### src/rtl/wbuf_cmd_pkg.sv
package wbuf_cmd_pkg;

    localparam logic [10:0] UNLK_ADDR_A = 11'h555;
    localparam logic [10:0] UNLK_ADDR_B = 11'h2AA;
    localparam logic [7:0]  UNLK_DATA_A = 8'hAA;
    localparam logic [7:0]  UNLK_DATA_B = 8'h55;
    localparam logic [7:0]  OP_LOAD     = 8'h25;
    localparam logic [7:0]  OP_CONFIRM  = 8'h29;
    localparam logic [7:0]  OP_BYPASS   = 8'h20;
    localparam logic [7:0]  OP_PROG     = 8'hA0;
    localparam logic [7:0]  OP_RESET    = 8'hF0;

    typedef enum logic [2:0] {
        CMD_NONE,
        CMD_LOAD,
        CMD_CONFIRM,
        CMD_BYPASS,
        CMD_PROG,
        CMD_RESET,
        CMD_OTHER
    } cmd_kind_e;

    typedef enum logic [3:0] {
        ST_IDLE,
        ST_UNLK1,
        ST_UNLK2,
        ST_BYPASS,
        ST_COUNT,
        ST_LOAD_FIRST,
        ST_LOAD,
        ST_CONFIRM,
        ST_PROG,
        ST_BUSY,
        ST_ABORT,
        ST_ABT_U1,
        ST_ABT_U2
    } seq_state_e;

endpackage

### src/rtl/wbuf_cmd_decode.sv
module wbuf_cmd_decode
    import wbuf_cmd_pkg::*;
#(
    parameter int DATA_W = 16
) (
    input  logic              bus_we,
    input  logic [10:0]       cmd_addr,
    input  logic [DATA_W-1:0] bus_data,
    output logic              is_unlk1,
    output logic              is_unlk2,
    output cmd_kind_e         cmd
);

    always_comb begin
        is_unlk1 = bus_we && (cmd_addr == UNLK_ADDR_A) && (bus_data == DATA_W'(UNLK_DATA_A));
        is_unlk2 = bus_we && (cmd_addr == UNLK_ADDR_B) && (bus_data == DATA_W'(UNLK_DATA_B));
        if (!bus_we) begin
            cmd = CMD_NONE;
        end else if (bus_data == DATA_W'(OP_LOAD)) begin
            cmd = CMD_LOAD;
        end else if (bus_data == DATA_W'(OP_CONFIRM)) begin
            cmd = CMD_CONFIRM;
        end else if (bus_data == DATA_W'(OP_BYPASS)) begin
            cmd = CMD_BYPASS;
        end else if (bus_data == DATA_W'(OP_PROG)) begin
            cmd = CMD_PROG;
        end else if (bus_data == DATA_W'(OP_RESET)) begin
            cmd = CMD_RESET;
        end else begin
            cmd = CMD_OTHER;
        end
    end

endmodule

### src/rtl/wbuf_page_ram.sv
module wbuf_page_ram #(
    parameter int DATA_W = 16,
    parameter int DEPTH  = 32,
    localparam int IDX_W = $clog2(DEPTH)
) (
    input  logic              clk,
    input  logic              wr_en,
    input  logic [IDX_W-1:0]  wr_idx,
    input  logic [DATA_W-1:0] wr_data,
    input  logic [IDX_W-1:0]  rd_idx,
    output logic [DATA_W-1:0] rd_data
);

    logic [DATA_W-1:0] mem [DEPTH];

    always_ff @(posedge clk) begin
        if (wr_en) begin
            mem[wr_idx] <= wr_data;
        end
    end

    assign rd_data = mem[rd_idx];

endmodule

### src/rtl/wbuf_seq_fsm.sv
module wbuf_seq_fsm
    import wbuf_cmd_pkg::*;
#(
    parameter int ADDR_W    = 22,
    parameter int DATA_W    = 16,
    parameter int BUF_WORDS = 32,
    parameter int SECT_LSB  = 15,
    localparam int IDX_W    = $clog2(BUF_WORDS)
) (
    input  logic              clk,
    input  logic              rst_n,
    input  logic              bus_we,
    input  logic [ADDR_W-1:0] bus_addr,
    input  logic [DATA_W-1:0] bus_data,
    input  logic              is_unlk1,
    input  logic              is_unlk2,
    input  cmd_kind_e         cmd,
    input  logic              lock_n,
    input  logic              arr_done,
    output logic              buf_we,
    output logic [IDX_W-1:0]  buf_idx,
    output logic              arr_req,
    output logic [ADDR_W-1:0] arr_addr,
    output logic [IDX_W-1:0]  arr_last,
    output logic              abort,
    output logic              bypass
);

    localparam int SECT_W = ADDR_W - SECT_LSB;
    localparam int PAGE_W = ADDR_W - IDX_W;

    seq_state_e        state_q, state_d, home;
    logic [SECT_W-1:0] sect_q;
    logic [PAGE_W-1:0] page_q;
    logic [ADDR_W-1:0] next_q;
    logic [ADDR_W-1:0] start_q;
    logic [IDX_W-1:0]  remain_q;
    logic [IDX_W-1:0]  last_q;
    logic              bypass_q;
    logic              sect_hit, page_hit, seq_hit, count_ok;

    always_comb begin
        sect_hit = bus_addr[ADDR_W-1:SECT_LSB] == sect_q;
        page_hit = bus_addr[ADDR_W-1:IDX_W] == page_q;
        seq_hit  = page_hit && (bus_addr == next_q);
        count_ok = bus_data <= DATA_W'(BUF_WORDS - 1);
        home     = bypass_q ? ST_BYPASS : ST_IDLE;
    end

    // next-state logic
    always_comb begin
        state_d = state_q;
        unique case (state_q)
            ST_IDLE: begin
                if (is_unlk1) state_d = ST_UNLK1;
            end
            ST_UNLK1: begin
                if (bus_we) state_d = is_unlk2 ? ST_UNLK2 : ST_IDLE;
            end
            ST_UNLK2: begin
                if (bus_we) begin
                    if (cmd == CMD_LOAD)        state_d = ST_COUNT;
                    else if (cmd == CMD_BYPASS) state_d = ST_BYPASS;
                    else if (cmd == CMD_PROG)   state_d = ST_PROG;
                    else                        state_d = ST_IDLE;
                end
            end
            ST_BYPASS: begin
                if (cmd == CMD_LOAD)       state_d = ST_COUNT;
                else if (cmd == CMD_PROG)  state_d = ST_PROG;
                else if (cmd == CMD_RESET) state_d = ST_IDLE;
            end
            ST_COUNT: begin
                if (bus_we) state_d = (sect_hit && count_ok) ? ST_LOAD_FIRST : ST_ABORT;
            end
            ST_LOAD_FIRST: begin
                if (bus_we) begin
                    if (!sect_hit)          state_d = ST_ABORT;
                    else if (remain_q == 0) state_d = ST_CONFIRM;
                    else                    state_d = ST_LOAD;
                end
            end
            ST_LOAD: begin
                if (bus_we) begin
                    if (!seq_hit)                    state_d = ST_ABORT;
                    else if (remain_q == IDX_W'(1))  state_d = ST_CONFIRM;
                end
            end
            ST_CONFIRM: begin
                if (bus_we) begin
                    if (cmd == CMD_CONFIRM && sect_hit && lock_n) state_d = ST_BUSY;
                    else                                          state_d = ST_ABORT;
                end
            end
            ST_PROG: begin
                if (bus_we) state_d = lock_n ? ST_BUSY : ST_ABORT;
            end
            ST_BUSY: begin
                if (arr_done) state_d = home;
            end
            ST_ABORT: begin
                if (!bypass_q && cmd == CMD_RESET) state_d = ST_IDLE;
                else if (is_unlk1)                 state_d = ST_ABT_U1;
            end
            ST_ABT_U1: begin
                if (bus_we) state_d = is_unlk2 ? ST_ABT_U2 : ST_ABORT;
            end
            ST_ABT_U2: begin
                if (bus_we) state_d = (cmd == CMD_RESET) ? home : ST_ABORT;
            end
            default: state_d = ST_IDLE;
        endcase
    end

    // state register
    always_ff @(posedge clk or negedge rst_n) begin
        if (!rst_n) state_q <= ST_IDLE;
        else        state_q <= state_d;
    end

    // captured sequence context
    always_ff @(posedge clk or negedge rst_n) begin
        if (!rst_n) begin
            sect_q   <= '0;
            page_q   <= '0;
            next_q   <= '0;
            start_q  <= '0;
            remain_q <= '0;
            last_q   <= '0;
            bypass_q <= 1'b0;
        end else if (bus_we) begin
            unique case (state_q)
                ST_UNLK2: begin
                    if (cmd == CMD_LOAD)   sect_q   <= bus_addr[ADDR_W-1:SECT_LSB];
                    if (cmd == CMD_BYPASS) bypass_q <= 1'b1;
                end
                ST_BYPASS: begin
                    if (cmd == CMD_LOAD)  sect_q   <= bus_addr[ADDR_W-1:SECT_LSB];
                    if (cmd == CMD_RESET) bypass_q <= 1'b0;
                end
                ST_COUNT: begin
                    remain_q <= bus_data[IDX_W-1:0];
                    last_q   <= bus_data[IDX_W-1:0];
                end
                ST_LOAD_FIRST: begin
                    start_q <= bus_addr;
                    page_q  <= bus_addr[ADDR_W-1:IDX_W];
                    next_q  <= bus_addr + ADDR_W'(1);
                end
                ST_LOAD: begin
                    next_q   <= next_q + ADDR_W'(1);
                    remain_q <= remain_q - IDX_W'(1);
                end
                ST_PROG: begin
                    start_q <= bus_addr;
                    last_q  <= '0;
                end
                default: ;
            endcase
        end
    end

    // outputs
    always_comb begin
        arr_req  = state_q == ST_BUSY;
        abort    = (state_q == ST_ABORT) || (state_q == ST_ABT_U1) || (state_q == ST_ABT_U2);
        bypass   = bypass_q;
        arr_addr = start_q;
        arr_last = last_q;
        buf_idx  = bus_addr[IDX_W-1:0];
        buf_we   = bus_we && (((state_q == ST_LOAD_FIRST) && sect_hit) ||
                              ((state_q == ST_LOAD) && seq_hit) ||
                              (state_q == ST_PROG));
    end

endmodule

### src/rtl/wbuf_cmd_seq.sv
module wbuf_cmd_seq
    import wbuf_cmd_pkg::*;
#(
    parameter int ADDR_W    = 22,
    parameter int DATA_W    = 16,
    parameter int BUF_WORDS = 32,
    parameter int SECT_LSB  = 15,
    localparam int IDX_W    = $clog2(BUF_WORDS)
) (
    input  logic              clk,
    input  logic              rst_n,
    input  logic              bus_we,
    input  logic [ADDR_W-1:0] bus_addr,
    input  logic [DATA_W-1:0] bus_data,
    input  logic              lock_n,
    input  logic              arr_done,
    input  logic [IDX_W-1:0]  arr_rd_idx,
    output logic              arr_req,
    output logic [ADDR_W-1:0] arr_addr,
    output logic [IDX_W-1:0]  arr_last,
    output logic [DATA_W-1:0] arr_rd_data,
    output logic              abort,
    output logic              bypass
);

    logic             is_unlk1, is_unlk2;
    cmd_kind_e        cmd;
    logic             buf_we;
    logic [IDX_W-1:0] buf_idx;

    wbuf_cmd_decode #(.DATA_W(DATA_W)) decode_i (
        .bus_we   (bus_we),
        .cmd_addr (bus_addr[10:0]),
        .bus_data (bus_data),
        .is_unlk1 (is_unlk1),
        .is_unlk2 (is_unlk2),
        .cmd      (cmd)
    );

    wbuf_seq_fsm #(
        .ADDR_W    (ADDR_W),
        .DATA_W    (DATA_W),
        .BUF_WORDS (BUF_WORDS),
        .SECT_LSB  (SECT_LSB)
    ) fsm_i (
        .clk      (clk),
        .rst_n    (rst_n),
        .bus_we   (bus_we),
        .bus_addr (bus_addr),
        .bus_data (bus_data),
        .is_unlk1 (is_unlk1),
        .is_unlk2 (is_unlk2),
        .cmd      (cmd),
        .lock_n   (lock_n),
        .arr_done (arr_done),
        .buf_we   (buf_we),
        .buf_idx  (buf_idx),
        .arr_req  (arr_req),
        .arr_addr (arr_addr),
        .arr_last (arr_last),
        .abort    (abort),
        .bypass   (bypass)
    );

    wbuf_page_ram #(.DATA_W(DATA_W), .DEPTH(BUF_WORDS)) ram_i (
        .clk     (clk),
        .wr_en   (buf_we),
        .wr_idx  (buf_idx),
        .wr_data (bus_data),
        .rd_idx  (arr_rd_idx),
        .rd_data (arr_rd_data)
    );

endmodule

### config.mk
export PLATFORM = sky130hd
export DESIGN_NAME = wbuf_cmd_seq
export DESIGN_NICKNAME = d
export VERILOG_FILES = /design/src/rtl/wbuf_cmd_pkg.sv /design/src/rtl/wbuf_cmd_decode.sv /design/src/rtl/wbuf_page_ram.sv /design/src/rtl/wbuf_seq_fsm.sv /design/src/rtl/wbuf_cmd_seq.sv
export SDC_FILE = /design/constraint.sdc
export NUM_CORES = 1
export LEC_CHECK = 0
export BUFFER_PORTS_ARGS = -buffer_cell sky130_fd_sc_hd__buf_2
export CORE_MARGIN = 5
export CORE_UTILIZATION = 45
export DETAILED_ROUTE_END_ITERATION = 8
export GPL_ROUTABILITY_DRIVEN = 0
export PLACE_DENSITY = 0.7
export SYNTH_ARGS = -nofsm -noshare
export SYNTH_HDL_FRONTEND = slang
export SYNTH_SLANG_ARGS = --single-unit
### constraint.sdc
create_clock -name clk -period 5.76 [get_ports clk]
set_input_delay 0.288 -clock clk [delete_from_list [all_inputs] [get_ports clk]]
set_output_delay 0.288 -clock clk [all_outputs]
set_load 0.02 [all_outputs]
* Word level (Yosys, flattened, before mapping)
Memory sizes are Yosys's and may differ from the RTL's.
Index checks and enable logic that the tools add are counted.
** Cells by class
- Add/subtract/negate cells :: 3
- Magnitude comparators :: 1
- Equal/unequal tests :: 46
- Multiplexer cells :: 45
- Reductions and logical operators :: 33
** Operators with widths (number)
- two-way mux 4 bit :: 24
- case mux 4 bit (13 select lines) :: 1
- == test 16 x 6 -> 1 bit, second input constant :: 3
- == test 16 x 8 -> 1 bit, second input constant :: 3
- adder 22 x 1 -> 22 bit, second input constant :: 2
- case mux 22 bit (2 select lines) :: 1
- == test 22 bit :: 1
- inequality test 2 bit, second input constant :: 11
- == test 4 bit, second input constant :: 5
- case mux 5 bit (2 select lines) :: 2
- two-way mux 3 bit :: 6
- == test 17 bit :: 1
- == test 16 x 7 -> 1 bit, second input constant :: 1
- == test 4 x 3 -> 1 bit, second input constant :: 4
- <= comparator 16 x 5 -> 1 bit, second input constant :: 1
- AND reduction 14 bit :: 1
- logical AND 1 bit :: 12
- == test 11 x 10 -> 1 bit, second input constant :: 1
- == test 11 bit, second input constant :: 1
- two-way mux 2 bit :: 5
- AND reduction 2 bit :: 5
- == test 4 x 2 -> 1 bit, second input constant :: 2
- nonzero test 2 bit :: 4
- == test 7 bit :: 1
- 19 further kinds :: 30
** Word-level totals
- Register bits :: 83
- RAM bits :: 512
- Output and inout port bits :: 46
- Memories kept :: 1
** Memory list
- ram_i.mem :: words 32, bits a word 16, read ports 1, clocked after memory_dff 0, wr ports 1, RTL line wbuf_page_ram.sv:14 : logic [DATA_W-1:0] mem [DEPTH];

* Logic depth before layout (Yosys ltp)
- Depth in word-level cells :: 13
- Gate-level depth with buffers :: 14

* Hierarchy
Synthesis repeated with hierarchy kept, for this count alone.
** Unflattened totals
- Cell total of the unflattened synthesis :: 1778
- Area total of the unflattened synthesis :: 26001.2 µm²
** By module, submodules not included
- wbuf_page_ram :: times used 1, cells an instance 1127, area each 20214.4 µm², sequential area each 15374.7 µm²
- wbuf_seq_fsm :: times used 1, cells an instance 619, area each 5540.3 µm², sequential area each 2077.0 µm²
- wbuf_cmd_decode :: times used 1, cells an instance 32, area each 246.5 µm², sequential area each 0.0 µm²

* Least setup slack after synthesis
Ideal clock, no wire load.
- Kind :: input port to flip-flop
- From :: in bus_addr[19]
- To :: mem ram_i.mem[12][0], enable pin
- Arrival time :: 3.417 ns
- Required time :: 5.330 ns
- Path slack :: 1.913 ns
- Cell stages on the path :: 8
- Buffers on the path :: 2
- Path through :: buf_2 or3_1 a2111oi_0 nand3_1 nor2_1 o21ai_1 clkbuf_1 nor4_1
** On the way
- Word-level cells in the longest chain between the ends :: 8
- Elaborated cells on any way between the ends :: 11
** Ends and longest elaborated chain
- start: declaration :: RTL line wbuf_cmd_seq.sv:13 : input logic [ADDR_W-1:0] bus_addr,
- == test 22 bit / == test 17 bit (equally long branches) :: RTL line wbuf_seq_fsm.sv:45, wbuf_seq_fsm.sv:44
- logical AND 1 bit :: RTL line wbuf_seq_fsm.sv:45 : seq_hit = page_hit && (bus_addr == next_q);
- logical AND 1 bit :: RTL line wbuf_seq_fsm.sv:172 : ((state_q == ST_LOAD) && seq_hit) ||
- logical OR 1 bit * :: RTL line wbuf_seq_fsm.sv:171 : buf_we = bus_we && (((state_q == ST_LOAD_FIRST) && sect_hit) ||
- logical OR 1 bit * :: RTL line wbuf_seq_fsm.sv:172
- logical AND 1 bit * :: RTL line wbuf_seq_fsm.sv:171
- two-way mux 1 bit * :: RTL line wbuf_page_ram.sv:17 : if (wr_en) begin
- two-way mux 1 bit (implied by the code) * :: RTL line wbuf_page_ram.sv:18 : mem[wr_idx] <= wr_data;
- end: declaration :: RTL line wbuf_page_ram.sv:14
Every way passes the cells marked *; elsewhere a longest branch is shown, timed or not.

* Worst setup path after layout
- From :: reg fsm_i.state_q[1]
- To :: reg fsm_i.next_q[18]
** On the way
- Word-level cells in the longest chain between the ends :: 3
- Elaborated cells on any way between the ends :: 5
** Ends and longest elaborated chain
- start: declaration :: RTL line wbuf_seq_fsm.sv:32 : seq_state_e state_q, state_d, home;
- start signal: assignment :: RTL line wbuf_seq_fsm.sv:118 : else state_q <= state_d;
- == test 4 x 3 -> 1 bit :: RTL line wbuf_seq_fsm.sv:132 : unique case (state_q)
- nonzero test 2 bit (no source line)
- AND reduction 2 bit (no source line)
- end signal: assignment :: RTL line wbuf_seq_fsm.sv:148 : next_q <= bus_addr + ADDR_W'(1);
- end signal: assignment :: RTL line wbuf_seq_fsm.sv:151 : next_q <= next_q + ADDR_W'(1);
- end: declaration :: RTL line wbuf_seq_fsm.sv:35 : logic [ADDR_W-1:0] next_q;
Parallel ways exist; a longest one is shown, timed or not.
A chain may end at the register's enable or synchronous reset.

==> flow_summary.yaml <==
run_status:
  status: "finished clean"
timing:
  hold_viol: 0
  clock_skew_ns: 0.0232
  setup_viol: 0
  min_period_over_period_pct: 60.3
  timing.slew.headroom_pct: 21.0
  final.min_clock_period_ns: 3.48
  tightest_slew_ns: 1.18
  drv_slew: 0
  tns_ns: 0
  rsz0062_at_grt: "no"
  fmax_ghz: 0.288
  whs_ns: 0.0289
logic_synthesis:
  synth_cells: 1404
  ys_ff_latch: 595
  synth_area_um2: 25000
  synth.distinct_cells: 71
  synth_async_sr_flop_share_pct: 13.9
  synth-seq-area-share_pct: 69.8
  syn-mean-instance-area_um2: 17.8
  syn_nets: 1456
  ys.warnings.count: 0
  synth-main-ff-cell: "edfxtp_1"
  synth-edff-count: 512
floorplan:
  die_w_um: 246
  die_area_um2: 60400
  core_area_um2: 55100
  initial_utilization_pct: 45.4
  ios: 94
  fp.dieH_um: 246
  rows: 86
critical_path:
  startpoint_type: "flip-flop"
  cp_data_arrival_time_ns: 3.97
  crit_path_end_kind: "flip-flop"
  critPathRequiredTime_ns: 6.26
  path_class: "flip-flop to flip-flop"
  cp_max_fo: 46
final_layout:
  filler_cell_count: 4375
  nets: 1578
  syn_to_final_growth_pct: 14.7
  drive_above_1_share_pct: 30.7
  fin_util_pct: 52.0
clock_tree:
  cts.repair.resized: 0
  clock_sinks: 595
  cts_root_buffer: "clkbuf_16"
  clkLatencyLatePin_ns: 0.63
  cts_buffers: 58
  cts.clk_slew.worst_paths_ns: 0.06
  h-tree-depth: 2
  clockBufferDepth: 3
  cts_tree: "yes"
detailed_routing:
  ant_nets: 0
  wl_per_cell_um: 25.2
  vias_per_cell: 5.90
  drc: 0
  dr.pass1.iters: 5
  vias: 13716
  drt_wl_total_um: 58600
  initialDrtViolationCount: 1261
placement:
  portBuffers: 93
  dp_hpwl_um: 33900
grt:
  grt_max_degree: 80
  grtUsageTotal_pct: 19.5
  grt_pass1_wl_um: 89000
  first_global_vias: 13915
  antenna_found_initial: 4
  grt_overflow: 0
power:
  cellPowerDensity_nw_per_um2: 313
  switchingPower_mw: 1.91
  clock_power_share_pct: 42.6
  p_sw_share_pct: 21.3
  power_mw: 8.97
  total_leakage_power_nw: 9.72
  p_comb_share_pct: 5.1
  ir_drop_v: 0.000234
  seqPwrFrac_pct: 52.2
  p_int_mw: 7.06
worst_hold_path:
  hold_path_class: "input pin to flip-flop"
run:
  drv_cap: 0
[final cells by class]
| cell class | count | area [um^2] | share of cell area (%) |
|---|---|---|---|
| tap | 748 | 936 | 3.26 |
| timing repair buffer | 154 | 987 | 3.44 |
| multi-input combinational | 709 | 7330 | 25.6 |
| inverter | 8 | 30.0 | 0.105 |
| antenna | 3 | 7.51 | 0.0262 |
| sequential | 595 | 17500 | 60.9 |
| clock buffer | 69 | 1510 | 5.28 |
| clock inverter | 38 | 413 | 1.44 |
[what timing repair did]
item	CTS	global route
endpoints found under the hold margin	21	0
buffers inserted	0	0
hold buffers	15	0
setup endpoints to repair	0	0
[sequential cells by signal, indices dropped and copies added (netlist names)]
register and flops:
ram_i.mem 512, fsm_i.arr_addr 22, fsm_i.next_q 22, fsm_i.page_q 17, fsm_i.sect_q 7, fsm_i.arr_last 5
fsm_i.remain_q 5, fsm_i.state_q 4, fsm_i.bypass 1
[worst max-delay path, cell delays in order (launching register included)]
cell and delay [ns]:
dfrtp_1 0.84, nor4bb_4 0.31, buf_4 0.48, nand2_1 0.10, nand2_1 0.10, ha_1 0.24, o21ai_1 0.23, or2_4 0.33
nor3b_2 0.24, nor2_1 0.07, or3_1 0.36
[synth_stat cells, types with 4 or more instances]
| master | count | area [um^2] |
|---|---|---|
| a211oi_1 | 9 | 67.6 |
| a21oi_1 | 30 | 150 |
| a22o_1 | 7 | 61.3 |
| and3_1 | 23 | 144 |
| buf_1 | 15 | 56.3 |
| buf_2 | 7 | 35.0 |
| clkbuf_1 | 67 | 251 |
| dfrtp_1 | 83 | 2080 |
| edfxtp_1 | 512 | 15400 |
| ha_1 | 4 | 50.1 |
| inv_1 | 8 | 30.0 |
| mux2_2 | 48 | 541 |
| mux2i_1 | 11 | 110 |
| mux4_2 | 160 | 3600 |
| nand2_1 | 106 | 398 |
| nand2b_1 | 8 | 50.1 |
| nand3_1 | 30 | 150 |
| nand3b_1 | 4 | 30.0 |
| nand4_1 | 13 | 81.3 |
| nor2_1 | 47 | 176 |
| nor2b_1 | 6 | 37.5 |
| nor3_1 | 46 | 230 |
| nor4_1 | 15 | 93.8 |
| o211ai_1 | 11 | 82.6 |
| o21ai_0 | 24 | 120 |
| o22ai_1 | 8 | 50.1 |
| or3_1 | 8 | 50.1 |
| xnor2_1 | 22 | 193 |
| xor2_1 | 5 | 43.8 |
[path summary, 6_finish.rpt]
kind | startpoint | to | slack, ns | cells after the start
max | fsm_i.state_q[1] | fsm_i.next_q[18] | 2.28 | 10
min | bus_addr[18] | fsm_i.page_q[13] | 0.03 | 3
max reg2reg | fsm_i.state_q[1] | fsm_i.next_q[18] | 2.28 | 10
min reg2reg | fsm_i.page_q[6] | fsm_i.page_q[6] | 0.49 | 2
max in group asynchronous | rst_n | fsm_i.arr_addr[8] | 4.59 | 3
min in group asynchronous | rst_n | fsm_i.state_q[3] | 0.50 | 3
[cells by family after synthesis]
group	count (synthesis)	share of synthesized area (%)
multiplexers	220	17.1
AO/OA/AOI/OAI	123	3.32
XOR/XNOR	27	0.946
flip-flops	595	69.8
buffers and inverters	100	1.60
AND/OR/NAND/NOR	335	7.05
adder cells (fa/ha/maj)	4	0.200
[per-layer routing]
layer / share of wire, % / up-vias / GRT usage, %
met5: 0.039 / - / 0
met4: 2.7 / 4 / 5.51
met3: 7.1 / 110 / 3.48
met2: 50 / 537 / 32.5
met1: 40 / 7155 / 26.6
li1: - / 5910 / -
[power groups by stage]
stage                     Clock [mW]  Sequential, mW  Combinational (mW)
final                           3.82            4.69               0.459
after global routing            4.08            4.68               0.493
after CTS                       3.90            4.69               0.465
after detailed placement           0            4.78               0.454
after global placement             0            4.78               0.447
after floorplan                    0            4.77               0.267
[layout by cell type, fill, tap and decap left out, types with 5 or more instances in the layout]
cell,instances
nand2b_1,8
clkbuf_1,10
nand2_1,106
mux2_2,48
nor3_1,22
clkbuf_16,59
buf_2,90
nor2b_1,6
o21ai_0,24
xnor2_1,22
a211oi_1,9
mux2i_1,11
o211ai_1,11
dlygate4sd3_1,15
clkinv_1,11
and3_1,23
nor3_2,24
edfxtp_1,512
nor4_2,11
xor2_1,5
nor2_1,47
bufinv_16,7
nor4_1,7
inv_1,8
a22o_1,7
or3_1,8
mux4_2,160
clkinv_2,14
nand3_1,30
a21oi_1,30
buf_4,47
nand4_1,13
o22ai_1,8
dfrtp_1,83
[metrics by stage]
step / setup slack, ns / cell area, um^2 / std cells
final: 2.28 / 28700 / 2324
after CTS: 2.31 / 28700 / 2321
after global placement: 2.30 / 26600 / 2199
after floorplan: 1.91 / 25000 / 1404
after global routing: 2.01 / 28700 / 2321
after detailed placement: 2.31 / 26600 / 2199
Note: power is estimated with default switching activity, not from simulation.
